### config.mk
export PLATFORM = sky130hd
export DESIGN_NAME = mbox_unit
export DESIGN_NICKNAME = d
export VERILOG_FILES = /design/src/rtl/mbox_pkg.sv /design/src/rtl/mbox_doorbell.sv /design/src/rtl/mbox_msg_slot.sv /design/src/rtl/mbox_side.sv /design/src/rtl/mbox_unit.sv
export SDC_FILE = /design/constraint.sdc
export NUM_CORES = 1
export LEC_CHECK = 0
export BUFFER_PORTS_ARGS = -buffer_cell sky130_fd_sc_hd__buf_2
export CORE_MARGIN = 2
export CORE_UTILIZATION = 50
export DETAILED_ROUTE_END_ITERATION = 16
export PLACE_DENSITY = 0.69
export SETUP_SLACK_MARGIN = 0.3
export SLEW_MARGIN = 5
export SYNTH_ARGS = -nofsm -noshare
export SYNTH_HDL_FRONTEND = slang
export SYNTH_SLANG_ARGS = --single-unit
### constraint.sdc
create_clock -name clk -period 2.5 [get_ports clk]
set_clock_uncertainty 0.2 [all_clocks]
set_input_delay 0.25 -clock clk [delete_from_list [all_inputs] [get_ports clk]]
set_output_delay 0.25 -clock clk [all_outputs]
set_load 0.03 [all_outputs]
### src/rtl/mbox_pkg.sv
package mbox_pkg;
  localparam int OFF_IDB     = 0;
  localparam int OFF_ODB     = 1;
  localparam int OFF_CTRL    = 2;
  localparam int OFF_IMSG    = 4;
  localparam int OFF_OMSG    = 8;
  localparam int MASK_LSB    = 8;
  localparam int MAX_MSG     = 4;

  typedef enum logic [0:0] {SIDE_HOST = 1'b0, SIDE_CORE = 1'b1} side_e;
endpackage

### src/rtl/mbox_doorbell.sv
module mbox_doorbell #(
  parameter int W = 32
) (
  input  logic         clk,
  input  logic         rst_n,
  input  logic [W-1:0] set_i,
  input  logic [W-1:0] clr_i,
  output logic [W-1:0] bits_o,
  output logic         any_o
);
  logic [W-1:0] bits_q;

  // set dominates a clear of the same bit
  always_ff @(posedge clk or negedge rst_n) begin
    if (!rst_n) bits_q <= '0;
    else        bits_q <= (bits_q & ~clr_i) | set_i;
  end

  assign bits_o = bits_q;
  assign any_o  = |bits_q;

  a_r5_set_lands: assert property (@(posedge clk) disable iff (!rst_n)
    (set_i != '0) |=> ((bits_q & $past(set_i)) == $past(set_i)));

  a_r1_no_spurious_rise: assert property (@(posedge clk) disable iff (!rst_n)
    (set_i == '0) |=> ((bits_q & ~$past(bits_q)) == '0));
endmodule

### src/rtl/mbox_msg_slot.sv
module mbox_msg_slot #(
  parameter int W = 32
) (
  input  logic         clk,
  input  logic         rst_n,
  input  logic         wr_i,
  input  logic [W-1:0] wdata_i,
  input  logic         clr_i,
  output logic [W-1:0] data_o,
  output logic         pend_o
);
  logic [W-1:0] data_q;
  logic         pend_q;

  always_ff @(posedge clk or negedge rst_n) begin
    if (!rst_n) begin
      data_q <= '0;
      pend_q <= 1'b0;
    end else begin
      if (wr_i) data_q <= wdata_i;
      if (wr_i)       pend_q <= 1'b1;
      else if (clr_i) pend_q <= 1'b0;
    end
  end

  assign data_o = data_q;
  assign pend_o = pend_q;

  a_r6_write_pends: assert property (@(posedge clk) disable iff (!rst_n)
    wr_i |=> (pend_q && data_q == $past(wdata_i)));

  a_r7_clear_drops: assert property (@(posedge clk) disable iff (!rst_n)
    (clr_i && !wr_i) |=> !pend_q);
endmodule

### src/rtl/mbox_side.sv
// Status, mask and register read-back for one port of the mailbox.
module mbox_side #(
  parameter int W     = 32,
  parameter int AW    = 4,
  parameter int NS    = 3
) (
  input  logic          clk,
  input  logic          rst_n,
  input  logic [AW-1:0] addr_i,
  input  logic [W-1:0]  wdata_i,
  input  logic          we_i,
  input  logic          re_i,
  input  logic [NS-1:0] stat_i,
  input  logic [W-1:0]  idb_i,
  input  logic [W-1:0]  odb_i,
  input  logic [W-1:0]  imsg_i [NS-1],
  input  logic [W-1:0]  omsg_i [NS-1],
  output logic [NS-1:0] mask_o,
  output logic          irq_o,
  output logic [W-1:0]  rdata_o
);
  import mbox_pkg::*;

  localparam logic [AW-1:0] A_IDB  = AW'(OFF_IDB);
  localparam logic [AW-1:0] A_ODB  = AW'(OFF_ODB);
  localparam logic [AW-1:0] A_CTRL = AW'(OFF_CTRL);

  logic [NS-1:0] mask_q;
  logic [W-1:0]  rd_mux;
  logic [W-1:0]  rdata_q;

  always_ff @(posedge clk or negedge rst_n) begin
    if (!rst_n)                       mask_q <= '0;
    else if (we_i && addr_i == A_CTRL) mask_q <= wdata_i[MASK_LSB +: NS];
  end

  always_comb begin
    rd_mux = '0;
    if (addr_i == A_IDB)  rd_mux = idb_i;
    if (addr_i == A_ODB)  rd_mux = odb_i;
    if (addr_i == A_CTRL) begin
      rd_mux[0 +: NS]        = stat_i;
      rd_mux[MASK_LSB +: NS] = mask_q;
    end
    for (int i = 0; i < NS - 1; i++) begin
      if (addr_i == AW'(OFF_IMSG + i)) rd_mux = imsg_i[i];
      if (addr_i == AW'(OFF_OMSG + i)) rd_mux = omsg_i[i];
    end
  end

  always_ff @(posedge clk or negedge rst_n) begin
    if (!rst_n)    rdata_q <= '0;
    else if (re_i) rdata_q <= rd_mux;
  end

  assign mask_o  = mask_q;
  assign irq_o   = |(stat_i & ~mask_q);
  assign rdata_o = rdata_q;

  a_r10_rdata_holds: assert property (@(posedge clk) disable iff (!rst_n)
    !re_i |=> $stable(rdata_q));
endmodule

### src/rtl/mbox_unit.sv
module mbox_unit #(
  parameter int DW    = 32,
  parameter int AW    = 4,
  parameter int N_MSG = 2
) (
  input  logic          clk,
  input  logic          rst_n,
  input  logic [AW-1:0] h_addr,
  input  logic [DW-1:0] h_wdata,
  input  logic          h_we,
  input  logic          h_re,
  output logic [DW-1:0] h_rdata,
  input  logic [AW-1:0] c_addr,
  input  logic [DW-1:0] c_wdata,
  input  logic          c_we,
  input  logic          c_re,
  output logic [DW-1:0] c_rdata,
  output logic          core_irq,
  output logic          host_irq_n
);
  import mbox_pkg::*;

  localparam int NS = N_MSG + 1;
  localparam logic [AW-1:0] A_IDB  = AW'(OFF_IDB);
  localparam logic [AW-1:0] A_ODB  = AW'(OFF_ODB);
  localparam logic [AW-1:0] A_CTRL = AW'(OFF_CTRL);

  initial begin
    if (N_MSG < 1 || N_MSG > MAX_MSG) $error("N_MSG out of range");
  end

  // doorbells
  logic [DW-1:0] idb_set, idb_clr, idb_bits;
  logic [DW-1:0] odb_set, odb_clr, odb_bits;
  logic          idb_any, odb_any;

  assign idb_set = (h_we && h_addr == A_IDB) ? h_wdata : '0;
  assign idb_clr = (c_we && c_addr == A_IDB) ? c_wdata : '0;
  assign odb_set = (c_we && c_addr == A_ODB) ? c_wdata : '0;
  assign odb_clr = (h_we && h_addr == A_ODB) ? h_wdata : '0;

  mbox_doorbell #(.W(DW)) u_idb (
    .clk(clk), .rst_n(rst_n), .set_i(idb_set), .clr_i(idb_clr),
    .bits_o(idb_bits), .any_o(idb_any));

  mbox_doorbell #(.W(DW)) u_odb (
    .clk(clk), .rst_n(rst_n), .set_i(odb_set), .clr_i(odb_clr),
    .bits_o(odb_bits), .any_o(odb_any));

  // message registers
  logic [DW-1:0]    imsg_data [N_MSG];
  logic [DW-1:0]    omsg_data [N_MSG];
  logic [N_MSG-1:0] imsg_pend, omsg_pend;

  for (genvar i = 0; i < N_MSG; i++) begin : g_msg
    localparam logic [AW-1:0] A_IM = AW'(OFF_IMSG + i);
    localparam logic [AW-1:0] A_OM = AW'(OFF_OMSG + i);
    logic im_wr, im_clr, om_wr, om_clr;

    assign im_wr  = h_we && h_addr == A_IM;
    assign im_clr = c_we && c_addr == A_CTRL && c_wdata[1 + i];
    assign om_wr  = c_we && c_addr == A_OM;
    assign om_clr = h_re && h_addr == A_OM;

    mbox_msg_slot #(.W(DW)) u_in (
      .clk(clk), .rst_n(rst_n), .wr_i(im_wr), .wdata_i(h_wdata),
      .clr_i(im_clr), .data_o(imsg_data[i]), .pend_o(imsg_pend[i]));

    mbox_msg_slot #(.W(DW)) u_out (
      .clk(clk), .rst_n(rst_n), .wr_i(om_wr), .wdata_i(c_wdata),
      .clr_i(om_clr), .data_o(omsg_data[i]), .pend_o(omsg_pend[i]));
  end

  // per-port status, mask and read-back
  logic [NS-1:0] core_stat, host_stat, core_mask, host_mask;
  logic          core_irq_w, host_irq_w;

  assign core_stat = {imsg_pend, idb_any};
  assign host_stat = {omsg_pend, odb_any};

  mbox_side #(.W(DW), .AW(AW), .NS(NS)) u_core_side (
    .clk(clk), .rst_n(rst_n), .addr_i(c_addr), .wdata_i(c_wdata),
    .we_i(c_we), .re_i(c_re), .stat_i(core_stat),
    .idb_i(idb_bits), .odb_i(odb_bits), .imsg_i(imsg_data), .omsg_i(omsg_data),
    .mask_o(core_mask), .irq_o(core_irq_w), .rdata_o(c_rdata));

  mbox_side #(.W(DW), .AW(AW), .NS(NS)) u_host_side (
    .clk(clk), .rst_n(rst_n), .addr_i(h_addr), .wdata_i(h_wdata),
    .we_i(h_we), .re_i(h_re), .stat_i(host_stat),
    .idb_i(idb_bits), .odb_i(odb_bits), .imsg_i(imsg_data), .omsg_i(omsg_data),
    .mask_o(host_mask), .irq_o(host_irq_w), .rdata_o(h_rdata));

  assign core_irq   = core_irq_w;
  assign host_irq_n = ~host_irq_w;

  a_r2_core_rings: assert property (@(posedge clk) disable iff (!rst_n)
    (h_we && h_addr == A_IDB && h_wdata != '0 && !core_mask[0] &&
     !(c_we && c_addr == A_CTRL)) |=> core_irq);

  a_r3_host_rings: assert property (@(posedge clk) disable iff (!rst_n)
    (c_we && c_addr == A_ODB && c_wdata != '0 && !host_mask[0] &&
     !(h_we && h_addr == A_CTRL)) |=> !host_irq_n);

  a_r4_line_held: assert property (@(posedge clk) disable iff (!rst_n)
    (odb_any && !host_mask[0] && (odb_bits & ~odb_clr) != '0 &&
     !(h_we && h_addr == A_CTRL)) |=> !host_irq_n);

  a_r9_quiet_after_reset: assert property (@(posedge clk) disable iff (!rst_n)
    (!idb_any && imsg_pend == '0) |-> !core_irq);
endmodule

# ---- Word-level counts from Yosys, hierarchy flattened
# Index checks and enable logic that the tools add are counted.
# W data, S select, Z words.
dict set report word_totals {
  ff_bits 266
  in_bits 78
  out_inout_bits 66
  wordCells 89
}
dict set report op_classes {
  eq_ne 12
  n_mux 28
  bitwise_logic 11
  reduce_logical 24
}
# operator n
set ops {}
lappend ops {{$mux W32} 16}
lappend ops {{$and A32 B32 Y32} 2}
lappend ops {{$not A32 Y32} 2}
lappend ops {{$or A32 B32 Y32} 2}
lappend ops {{$reduce_or A32 Y1} 2}
lappend ops {{$eq A4 B3 Y1 const B} 4}
lappend ops {{$eq A4 B4 Y1 const B} 4}
lappend ops {{$logic_and A1 B1 Y1} 14}
lappend ops {{$mux W3} 4}
lappend ops {{$eq A4 B1 Y1 const B} 2}
lappend ops {{$eq A4 B2 Y1 const B} 2}
lappend ops {{$logic_not A4 Y1} 2}
lappend ops {{$mux W1} 8}
lappend ops {{$reduce_bool A2 Y1} 4}
lappend ops {{$and A3 B3 Y3} 2}
lappend ops {{$not A3 Y3} 2}
lappend ops {{$reduce_or A3 Y1} 2}
lappend ops {{$not A1 Y1} 1}

# ---- Logic depth before layout (Yosys ltp)
# Gate-level depths: netlist (run 1).
dict set report logic_depth {
  ltp_word 8
  mapped_depth 7
  ltp_nobuf 4
}

# ---- Cells and area by module
# Synthesis (run 1) repeated with hierarchy kept, for this count alone.
dict set report unflattened {
  hier_cells 1337
  hier_area_um2 14834.2
}
# module n_inst cells_each area_each_um2 seq_area_each_um2
set modules_own_cells {}
lappend modules_own_cells {mbox_side 2 304 2840.2 875.8}
lappend modules_own_cells {mbox_msg_slot 4 71 1377.6 825.8}
lappend modules_own_cells {mbox_doorbell 2 107 1237.4 800.8}
lappend modules_own_cells {mbox_unit 1 231 1168.6 0.0}

# ---- Worst setup path after synthesis (run 1)
# No wires, ideal clock.
dict set report synth_timing {
  kind {input to register}
  startpoint {in c_addr[3]}
  endpoint {reg g_msg[1].u_out.data_q[14]}
  setup_time_ns 0.125
  arrival_time_ns 1.494
  t_required_ns 2.175
  path_slack_ns 0.682
  stages 7
  n_path_buf 3
  path_cell_list {buf_2 -> nor2b_1 -> buf_2 -> and2_1 -> nand2_2 -> buf_2 -> mux2_2}
}
dict set report synth_via {
  elab_chain_cells 2
}
# element line_no
set synth_lines {}
lappend synth_lines {{start: declaration} mbox_unit.sv:13} ;# input logic [AW-1:0] c_addr,
lappend synth_lines {{$eq A4 B4 Y1} mbox_unit.sv:62} ;# assign om_wr = c_we && c_addr == A_OM;
lappend synth_lines {{$logic_and A1 B1 Y1} mbox_unit.sv:62}
lappend synth_lines {{end signal: assignment} mbox_msg_slot.sv:20} ;# if (wr_i) data_q <= wdata_i;
lappend synth_lines {{end: declaration} mbox_msg_slot.sv:12} ;# logic [W-1:0] data_q;
# Every way passes these cells.
# A chain may end at the register's enable or synchronous reset.

# ---- Worst setup path in the final report (run 1)
dict set report layout_timing {
  startpoint {reg u_odb.bits_q[30], in the netlist u_odb.bits_o[30]}
  endpoint {out host_irq_n}
}
dict set report layout_via {
  elab_chain_cells 4
}
# element line_no
set layout_lines {}
lappend layout_lines {{start: declaration} mbox_doorbell.sv:11} ;# logic [W-1:0] bits_q;
lappend layout_lines {{start signal: assignment} mbox_doorbell.sv:16} ;# else bits_q <= (bits_q & ~clr_i) | set_i;
lappend layout_lines {{$reduce_or A32 Y1} mbox_doorbell.sv:20} ;# assign any_o = |bits_q;
lappend layout_lines {{$and A3 B3 Y3} mbox_side.sv:57} ;# assign irq_o = |(stat_i & ~mask_q);
lappend layout_lines {{$reduce_or A3 Y1} mbox_side.sv:57}
lappend layout_lines {{$not A1 Y1} mbox_unit.sv:94} ;# assign host_irq_n = ~host_irq_w;
lappend layout_lines {{end: declaration} mbox_unit.sv:19} ;# output logic host_irq_n
# Every way passes these cells.

==> summary.md, run 1 <==
| Metric | Value |
|---|---|
| Status | finished, violations left |
| Failing checks | setup timing |
| Max FO, Critical Path | 4 |
| R2R Setup Slk | 0.59 ns |
| HPWL after detailed placement | 31.3 mm |
| FF-to-FF End | u_core_side.rdata_o[0] |
| Worst path required time | 2.05 ns |
| Final hold violation count | 0 |
| Worst vdd ir | 575 uV |
| I/O pin count | 144 |
| Fmax | ~390 MHz |
| Switching share of total power | 0.299 |
| Seq cells post-synth | about 270 |
| Final setup viols | 2 |
| Initial core utilization | 0.508 |
| Crit path arrival time | 2.13 ns |
| Syn Inst Count | 1365 |
| Worst Setup End Kind | output port |
| Die W | 172 um |
| Root Buffer | clkbuf_16 |
| Cell Int Power | 9.42 mW |
| GRT overflow | 0 |
| Reg-to-reg startpoint | u_idb.bits_o[6] |
| Routed vias | between 10000 and 15000 |
| Syn. warnings | 0 |
| Post-layout power | around 13 mW |
| Final wirelength | 48.1 mm |
| DRT iter0 DRCs | 1404 |
| Worst path cell trace | nor4_2 > nand4_1 > nor2_2 > o221a_4 > buf_6 |
| Routed len/inst | 24.1 um |
| CTS tree | built |
| Post-synth ARST share | 1.00 |
| PortBufs | 143 |
| Slew headroom | 0.565 |
| RSZ-0062 raised after global routing | yes |
| Hold path depth | 2 |
| Clock Latency Late Sink | 0.56 ns |
| Full die area | 0.0297 mm^2 |
| Comb power frac | 0.216 |
| Final Critical Period | 2.58 ns |
| Final Net Count | about 1700 |
| Fraction of layout cells with a size suffix above 1 | 0.292 |
| Hold Startpoint | h_re |
| Hold EP | u_host_side.rdata_o[8] |
| Hold WC Path Type | input pin to flop |
| Sw Pwr | 4.02 mW |
| Core Rows | 61 |
| P per Cell Area | 760 mW/mm^2 |
| Final Worst Setup Slack | -0.0759 ns |
| # diodes | 0 |
| Post-synth cell types | 53 |
| Avg Cell Area, Syn | 10.4 um^2 |
| Static Leakage | 7.99 nW |
| Top delay family on crit path | simple AND/OR/NAND/NOR gates |
| Largest net degree at the start of global routing | 86 |
| Commonest non-fill, non-tap cell in the layout | dfrtp_1 |
| Netlist Area Pre-Place | 0.0142 mm^2 |
| Seq pwr share | 0.448 |
| Num CTS Buffers | 30 |
| Seq/Total Area, Yosys | 0.470 |
| R2R cell count | 6 |
| Max-slew violations | 0 |
| Nature of the critical path startpoint | flop |
| Clock slew at reported path FFs | 0.06 ns |
| Final period utilization | 1.03 |
| Number of enable flip-flop cells after synthesis | 0 |
| Drt drc | 0 |
| Slowest cell delay on critical path | 0.42 ns |
| CTS Buffer Depth | 3 |
| Buf/Inv on CP | 1 |
| Clock Sinks | about 270 |
| Initial antenna violation count | 0 |
| Slew @ Worst Pin | 0.650 ns |
| Most frequent cells in the layout | dfrtp_1, buf_2, mux2_2 |
| Clock share of power | 0.336 |
| H-tree depth | 1 |
| Core area | 0.0279 mm^2 |
| Detailed Routing Iterations Pass 1 | 6 |
| Max-Cap Viols | 0 |
| Setup CP Type | flop to output port |
| Ys flop type | dfrtp_1 |
| Min Hold Slack | 0.0508 ns |
| Number of global-route vias before repair | 12642 |
| Worst path slowest cell | dfrtp_1 |
| Layout area overhead | 24.9% |
| Syn Nets | 1443 |
| Fin util | 0.635 |
| DIE HEIGHT | approximately 170 um |
| Via/cell ratio | 6.40 |
| Global Route Usage Sum | 0.326 |
| GPL Wtd Cong | between 0.9 and 1 |
| Worst Setup SP | u_odb.bits_o[30] |
| First-pass GRT wire length | about 73 mm |
| DRT antenna net count | 0 |
-- metrics by stage --
step           setup slack, ns  instances  TNS (ns)  area [um^2]
4_1_cts                -0.0177       1991   -0.0328        17700
5_1_grt                 -0.107       1993    -0.205        17700
3_3_place_gp            0.0973       1833         0        15500
2_1_floorplan            0.682       1365         0        14200
6_report               -0.0759       1993    -0.114        17700
3_5_place_dp             0.124       1833         0        15500
-- synthesized netlist by cell type (all sizes together) (16+ instances only) --
cell type	instances	share of area
dfrtp	266	0.47
mux2	134	0.11
a22o	111	0.069
nand2	108	0.029
o21ai	76	0.027
buf	73	0.029
clkbuf	55	0.015
nor2	51	0.014
a21oi	44	0.016
and3b	42	0.026
o22ai	41	0.018
a21o	34	0.018
nor2b	33	0.015
a31oi	31	0.014
inv	30	0.0080
nand3	30	0.011
or3b	28	0.017
o221ai	27	0.017
a211oi	26	0.014
nor4	16	0.0071
-- how the worst max path moves through the flow --
stage	endpoint	slack, ns	depth (start not counted)
after global placement	core_irq	0.1	5
after global routing	host_irq_n	-0.11	5
after floorplan	g_msg[1].u_out.data_o[14]	0.68	7
after detailed placement	core_irq	0.12	5
final	host_irq_n	-0.08	5
after CTS	host_irq_n	-0.02	5
-- final cells by class --
cell class	count	area [um^2]
Inverter	30	113
Clock buffer	46	922
Multi-Input combinational cell	941	6940
Timing Repair Buffer	322	2470
Clock inverter	10	103
Sequential cell	266	6660
Fill cell	2235	10200
Tap cell	378	473
-- sequential cells by signal, indices dropped and copies added (netlist names) --
signal               count
g_msg.u_in.data_o       64
g_msg.u_in.pend_o        2
g_msg.u_out.data_o      64
g_msg.u_out.pend_o       2
u_core_side.mask_o       3
u_core_side.rdata_o     32
u_host_side.mask_o       3
u_host_side.rdata_o     32
u_idb.bits_o            32
u_odb.bits_o            32
-- power groups by stage --
stage / Clock (mW) / Combinational, mW / Sequential [mW]
2_1_floorplan: 0 / 1.55 / 5.96
3_3_place_gp: 0 / 2.48 / 5.98
3_5_place_dp: 0 / 2.53 / 6.00
4_1_cts: 4.57 / 2.86 / 5.99
5_1_grt: 4.76 / 3.11 / 6.13
6_report: 4.51 / 2.90 / 6.03
-- per-layer routing --
metal  share of wire  track usage  vias up  wire length [um]
met2            0.46        0.527      710             22300
li1                -            -     5539                 -
met5               0            0        -                 0
met1            0.40        0.438     6357             19300
met4           0.045        0.139        0              2190
met3           0.089       0.0526      155              4300
-- logic make-up after synthesis --
logic type      Yosys count  synth area share
compound gates          436             0.219
mux                     143             0.113
simple gates            362             0.147
buf+inv                 158            0.0519
flops                   266             0.470
-- timing repair --
action,CTS,global route
gates resized for setup,30,4
setup buffers,6,2
setup endpoints to repair,2,10
pin swaps,12,1
endpoints found under the hold margin,472,0
hold buffers,96,0
Power figures use the tool's default switching activity.
==> inputs of run 2 (changes only) <==
- CORE_ASPECT_RATIO: not set -> 0.8
- GPL_TIMING_DRIVEN: not set -> 0
==> run 2 against run 1 <==
Against the previous run:
- the run still ends with setup timing left
- worst hold slack barely moved
- global-route usage grew 3.2 points
- via count grew 2.7%
- worst setup slack got worse by 0.072 ns
- final area down 2.1%
- combinational power decreased by 5%
- first-iteration DRC count is 25% higher
- sequential power is 1% higher
- register-to-register slack is essentially flat
- final cell count is 0.65% higher
- core utilization decreased by 1.8 points
- largest power group unchanged
==> summary.md, run 2 (synthesis results as in run 1) <==
| Metric | Value |
|---|---|
| Nature of the critical path startpoint | flop |
| RSZ-0062 raised after global routing | yes |
| Clock Latency Late Sink | 0.57 ns (about the same) |
| Largest net degree at the start of global routing | 99 (+15%) |
| PortBufs | 140 (-2.1%) |
| Slowest cell delay on critical path | 0.44 ns (+0.02 ns) |
| Slew headroom | 0.395 (-0.170) |
| Worst vdd ir | 588 uV (+2.2%) |
| Final Worst Setup Slack | -0.148 ns (-0.0719 ns) |
| Initial antenna violation count | 2 (+2) |
| Most used routing layer | met1 |
| Max-Cap Viols | 0 (unchanged) |
| Switching share of total power | 0.317 (+0.0173) |
| CTS Buffer Depth | 3 (unchanged) |
| Final setup viols | 2 (unchanged) |
| Min Hold Slack | 0.0511 ns (+0.000298 ns) |
| Worst path required time | 2.05 ns (about the same) |
| Routed len/inst | 26.5 um (+9.8%) |
| DRT iter0 DRCs | 1756 (+25%) |
| Setup CP Type | flop to output port |
| Reg-to-reg startpoint | u_idb.bits_o[24] |
| Failing checks | setup timing |
| Sw Pwr | 4.21 mW (+4.7%) |
| Worst Setup End Kind | output port |
| Final Net Count | 1693 (+1.4%) |
| Die W | 192 um (+12%) |
| DIE HEIGHT | 155 um (-10%) |
| Place WS | -0.0806 ns (-0.204 ns) |
| Met3 usage | 0.0835 (+0.0309) |
| DRT antenna net count | 0 (unchanged) |
| Initial core utilization | 0.504 (-0.00396) |
| Max FO, Critical Path | 4 (unchanged) |
| Hold WC Path Type | input pin to flop |
| I/O pin count | 144 (unchanged) |
| Seq pwr share | 0.460 (+0.012) |
| Comb power frac | 0.207 (-0.009) |
| Crit path arrival time | 2.20 ns (+0.07 ns) |
| First-pass GRT wire length | 79.4 mm (+8.4%) |
| Cell Int Power | 9.09 mW (-3.5%) |
| P per Cell Area | 768 mW/mm^2 (+1.1%) |
| Final period utilization | 1.06 (+0.0288) |
| Clock share of power | 0.333 (-0.003) |
| Most frequent cells in the layout | dfrtp_1, buf_2, mux2_2 |
| Drt drc | 0 (unchanged) |
| Core area | 0.0281 mm^2 (+0.79%) |
| Status | finished, violations left |
| Worst Setup SP | u_odb.bits_o[26] |
| Clock Sinks | 266 (unchanged) |
| Num CTS Buffers | 28 (-6.7%) |
| DP Area | 0.0154 mm^2 (-0.43%) |
| Final Critical Period | 2.65 ns (+0.0719 ns) |
| Clock slew at reported path FFs | 0.07 ns (about the same) |
| Max-slew violations | 0 (unchanged) |
| Final Non-Filler Cells | 2006 (+0.65%) |
| Setup TNS | -0.227 ns (-0.113 ns) |
| GPL Wtd Cong | 0.996 (+3.3%) |
| Layout area overhead | 22.3% |
| Fmax | 378 MHz (-2.7%) |
| Worst path cell trace | nor4_2 > nand4_1 > nor2_2 > o221a_4 > buf_6 |
| HPWL after detailed placement | 36.9 mm (+18%) |
| Slew @ Worst Pin | 0.907 ns (+0.257 ns) |
| M1 GR Usage | 0.527 (+0.0895) |
| GRT overflow | 0 (unchanged) |
| CTS tree | built |
| # diodes | 0 (unchanged) |
| Final wirelength | 53.1 mm (+10%) |
| Full die area | 0.0297 mm^2 (about the same) |
| Worst path slowest cell | dfrtp_1 |
| Detailed Routing Iterations Pass 1 | 5 (-1) |
| Core Rows | 55 (-9.8%) |
| H-tree depth | 1 (unchanged) |
| Placed cells | 1877 (+2.4%) |
| Root Buffer | clkbuf_16 |
| Hold Startpoint | h_re |
| Global Route Usage Sum | 0.358 (+0.0316) |
| Routed vias | 13108 (+2.7%) |
| Via/cell ratio | 6.53 (+2.1%) |
| Design area | 0.0173 mm^2 (-2.1%) |
| Static Leakage | 7.77 nW (-2.8%) |
| Number of global-route vias before repair | 12812 (+1.3%) |
| Final hold violation count | 0 (unchanged) |
| Commonest non-fill, non-tap cell in the layout | dfrtp_1 |
| Fraction of layout cells with a size suffix above 1 | 0.279 (-0.0123) |
| Met2 usage | 0.515 (-0.0114) |
[run 2: timing repair]
action,in CTS,in global routing
endpoints found under the setup margin,2,3
pin swaps,9,7
resized for setup,22,17
hold endpoints to repair,294,0
setup buffers,3,3
hold buffers,72,0
[run 2: layout make-up]
| type | instances | area (um^2) |
|---|---|---|
| multi-input cells | 941 | 6940 |
| plain buffers | 128 | 623 |
| clock buffers | 36 | 792 |
| well taps | 370 | 463 |
| flip-flops and latches | 266 | 6670 |
| repair buffers | 220 | 1540 |
| inverters | 30 | 113 |
| clock inverters | 15 | 178 |
| fillers | 2365 | 10800 |
[run 2: stage by stage]
| stage | power [mW] | utilization |
|---|---|---|
| 2_1_floorplan | 7.51 | - |
| 3_3_place_gp | 8.49 | 0.546 |
| 3_5_place_dp | 8.58 | 0.548 |
| 4_1_cts | 13.1 | 0.613 |
| 5_1_grt | 13.8 | 0.617 |
| 6_report | 13.3 | 0.617 |
[run 2: layer usage]
metal	up-vias	wire (um)
li1	5595	-
met1	6520	22600
met2	856	22600
met3	133	6100
met4	4	1750
met5	-	29
[run 2: power by group through the flow]
stage / clock network [mW] / registers (mW) / logic, mW
floorplan: 0 / 5.96 / 1.55
global placement: 0 / 6.03 / 2.46
detailed placement: 0 / 6.05 / 2.53
CTS: 4.43 / 6.03 / 2.68
global route: 4.59 / 6.21 / 2.95
finish: 4.43 / 6.12 / 2.75
[run 2: path summary, 6_finish.rpt]
kind,to,cells after the start,slack (ns)
setup / recovery,host_irq_n,5,-0.15
hold / removal,u_host_side.rdata_o[0],4,0.05
setup reg to reg,u_core_side.rdata_o[0],5,0.59
hold reg to reg,u_host_side.rdata_o[22],2,0.32
max in group asynchronous,g_msg[1].u_in.data_o[5],4,0.61
min in group asynchronous,u_host_side.rdata_o[2],2,0.10
[run 2: critical path, delay by kind of cell (launching register included)]
family	cells	cell delay, ns
AO/OA/AOI/OAI	1	0.21
buffers and inverters	1	0.13
flip-flops	1	0.44
AND/OR/NAND/NOR	3	0.85
==> inputs of run 3 (changes only) <==
- CAP_MARGIN: not set -> 20
- CORE_UTILIZATION: 50 -> 46
- PLACE_DENSITY: 0.69 -> not set
==> run 3 against run 2 <==
Against the previous run:
- the run still ends with setup timing left
- final cell count rose by 2.7%
- combinational power rose by 2%
- maximum frequency rose by 0.34%
- sequential cell count did not move
- clock-buffer cell count rose by 6
- non-clock buffer count rose by 9
- worst setup slack improved by 0.0089 ns
- clock power rose by 2%
- die area rose by 8.5%
- via count fell by 1.5%
- total power rose by 1.2%
- sequential power barely moved
==> summary.md, run 3 (synthesis results as in run 1) <==
| Metric | Value |
|---|---|
| Setup TNS | -0.237 ns (-0.00958 ns) |
| DRT antenna net count | 0 (unchanged) |
| Core area | 0.0303 mm^2 (+8.0%) |
| CTS tree | built |
| I/O pin count | 144 (unchanged) |
| Worst path slowest cell | dfrtp_2 |
| Fraction of layout cells with a size suffix above 1 | 0.288 (+0.00863) |
| Crit path arrival time | 2.19 ns (about the same) |
| Worst vdd ir | 562 uV (-4.4%) |
| Global Route Usage Sum | 0.339 (-0.0183) |
| Full die area | 0.0322 mm^2 (+8.5%) |
| Final setup viols | 2 (unchanged) |
| Sw Pwr | 4.22 mW (+0.31%) |
| DIE HEIGHT | 161 um (+4.1%) |
| Final Worst Setup Slack | -0.139 ns (+0.00886 ns) |
| Layout area overhead | 23.7% |
| Final period utilization | 1.06 (-0.00354) |
| Final wirelength | 54.9 mm (+3.4%) |
| Static Leakage | 7.84 nW (+0.87%) |
| P per Cell Area | 769 mW/mm^2 (+0.11%) |
| Via/cell ratio | 6.26 (-4.2%) |
| First-pass GRT wire length | 81.4 mm (+2.6%) |
| Initial antenna violation count | 2 (unchanged) |
| Most frequent cells in the layout | dfrtp_1, buf_2, mux2_2 |
| Worst Setup End Kind | output port |
| Clock Sinks | 266 (unchanged) |
| Root Buffer | clkbuf_16 |
| Setup CP Type | flop to output port |
| Slew @ Worst Pin | 0.942 ns (+0.0350 ns) |
| Final Non-Filler Cells | 2061 (+2.7%) |
| Clock share of power | 0.337 (+0.004) |
| Placed cells | 1920 (+2.3%) |
| Drt drc | 0 (unchanged) |
| Clock slew at reported path FFs | 0.06 ns (about the same) |
| Failing checks | setup timing |
| Slew headroom | 0.372 (-0.0234) |
| Final Critical Period | 2.64 ns (-0.00886 ns) |
| Routed vias | 12905 (-1.5%) |
| Switching share of total power | 0.314 (-0.00292) |
| Nature of the critical path startpoint | flop |
| Cell Int Power | 9.24 mW (+1.7%) |
| CTS Buffer Depth | 3 (unchanged) |
| HPWL after detailed placement | 38.2 mm (+3.6%) |
| GPL Wtd Cong | 0.945 (-5.2%) |
| Max FO, Critical Path | 4 (unchanged) |
| Detailed Routing Iterations Pass 1 | 5 (unchanged) |
| Core Rows | 57 (+3.6%) |
| Seq pwr share | 0.455 (-0.005) |
| Clock Latency Late Sink | 0.58 ns (about the same) |
| Slowest cell delay on critical path | 0.45 ns (about the same) |
| Largest net degree at the start of global routing | 113 (+14%) |
| Routed len/inst | 26.6 um (+0.65%) |
| DRT iter0 DRCs | 1423 (-19%) |
| PortBufs | 140 (unchanged) |
| R2R Setup Slk | 0.61 ns (+0.02 ns) |
| GRT overflow | 0 (unchanged) |
| Commonest non-fill, non-tap cell in the layout | dfrtp_1 |
| Number of global-route vias before repair | 12496 (-2.5%) |
| Worst path required time | 2.05 ns (about the same) |
| Status | finished, violations left |
| Max-slew violations | 0 (unchanged) |
| Fmax | 379 MHz (+0.34%) |
| Num CTS Buffers | 29 (+3.6%) |
| Final Net Count | 1703 (+0.59%) |
| Place WS | -0.191 ns (-0.111 ns) |
| Final hold violation count | 0 (unchanged) |
| RSZ-0062 raised after global routing | yes |
| Comb power frac | 0.208 (about the same) |
| Die W | 200 um (+4.2%) |
| H-tree depth | 1 (unchanged) |
| Max-Cap Viols | 0 (unchanged) |
| Worst path cell trace | nor4_4 > nand4_1 > nor2_4 > o221a_4 > buf_6 |
| Hold WC Path Type | input pin to async pin |
| Initial core utilization | 0.467 (-0.0372) |
==> run 3: repair_timing <==
item | in CTS | in global routing
pin swaps | 12 | 13
gates resized for setup | 28 | 28
hold buffers | 73 | 0
hold endpoints to repair | 470 | 0
endpoints found under the setup margin | 2 | 10
setup buffers | 4 | 10
==> run 3: per-layer routing <==
layer  track usage  routed length (um)
met2         0.504               23700
met4         0.109                1830
met1         0.487               23900
met5             0                   0
met3        0.0832                5440
==> run 3: power by group through the flow <==
stage          clock, mW  sequential (mW)  combinational, mW
2_1_floorplan          0             5.96               1.55
3_3_place_gp           0             6.04               2.49
3_5_place_dp           0             6.06               2.55
4_1_cts             4.57             6.05               2.72
5_1_grt             4.76             6.22               3.01
6_report            4.54             6.13               2.81
==> run 3: path summary, 6_finish.rpt <==
kind | cells after the start | startpoint | endpoint
hold reg to reg | 1 | g_msg[0].u_in.data_o[30] | g_msg[0].u_in.data_o[30]
setup reg to reg | 5 | u_idb.bits_o[3] | u_core_side.rdata_o[0]
setup / recovery | 5 | u_odb.bits_o[27] | host_irq_n
max in group asynchronous | 3 | rst_n | u_odb.bits_o[6]
min in group clk | 4 | c_addr[0] | g_msg[0].u_in.pend_o
hold / removal | 2 | rst_n | u_core_side.rdata_o[9]
==> run 3: final cells by class <==
type	count	area (um^2)
Tap cell	413	517
Buffer	128	631
Fill cell	2686	12800
Clock inverter	10	138
Timing Repair Buffer	229	1620
Antenna cell	2	5.00
Clock buffer	42	855
Sequential cell	266	6680
Inverter	30	113
Multi-Input combinational cell	941	6960
==> run 3: critical path, delay by kind of cell (launching register included) <==
kind                   cells  cell delay, ns
AOI/OAI and AO/OA          1            0.22
buffers and inverters      1            0.13
DFF                        1            0.45
and+or+nand+nor            3            0.83
==> run 3: per-stage QoR <==
step | hold WS (ns) | area, um^2 | power (mW) | utilization
6_report | 0.0265 | 17500 | 13.5 | 0.578
2_1_floorplan | -0.246 | 14200 | 7.51 | -
5_1_grt | 0.0436 | 17500 | 14.0 | 0.578
3_3_place_gp | 0.297 | 15400 | 8.53 | 0.507
3_5_place_dp | 0.0214 | 15400 | 8.61 | 0.509
4_1_cts | 0.00624 | 17300 | 13.3 | 0.572
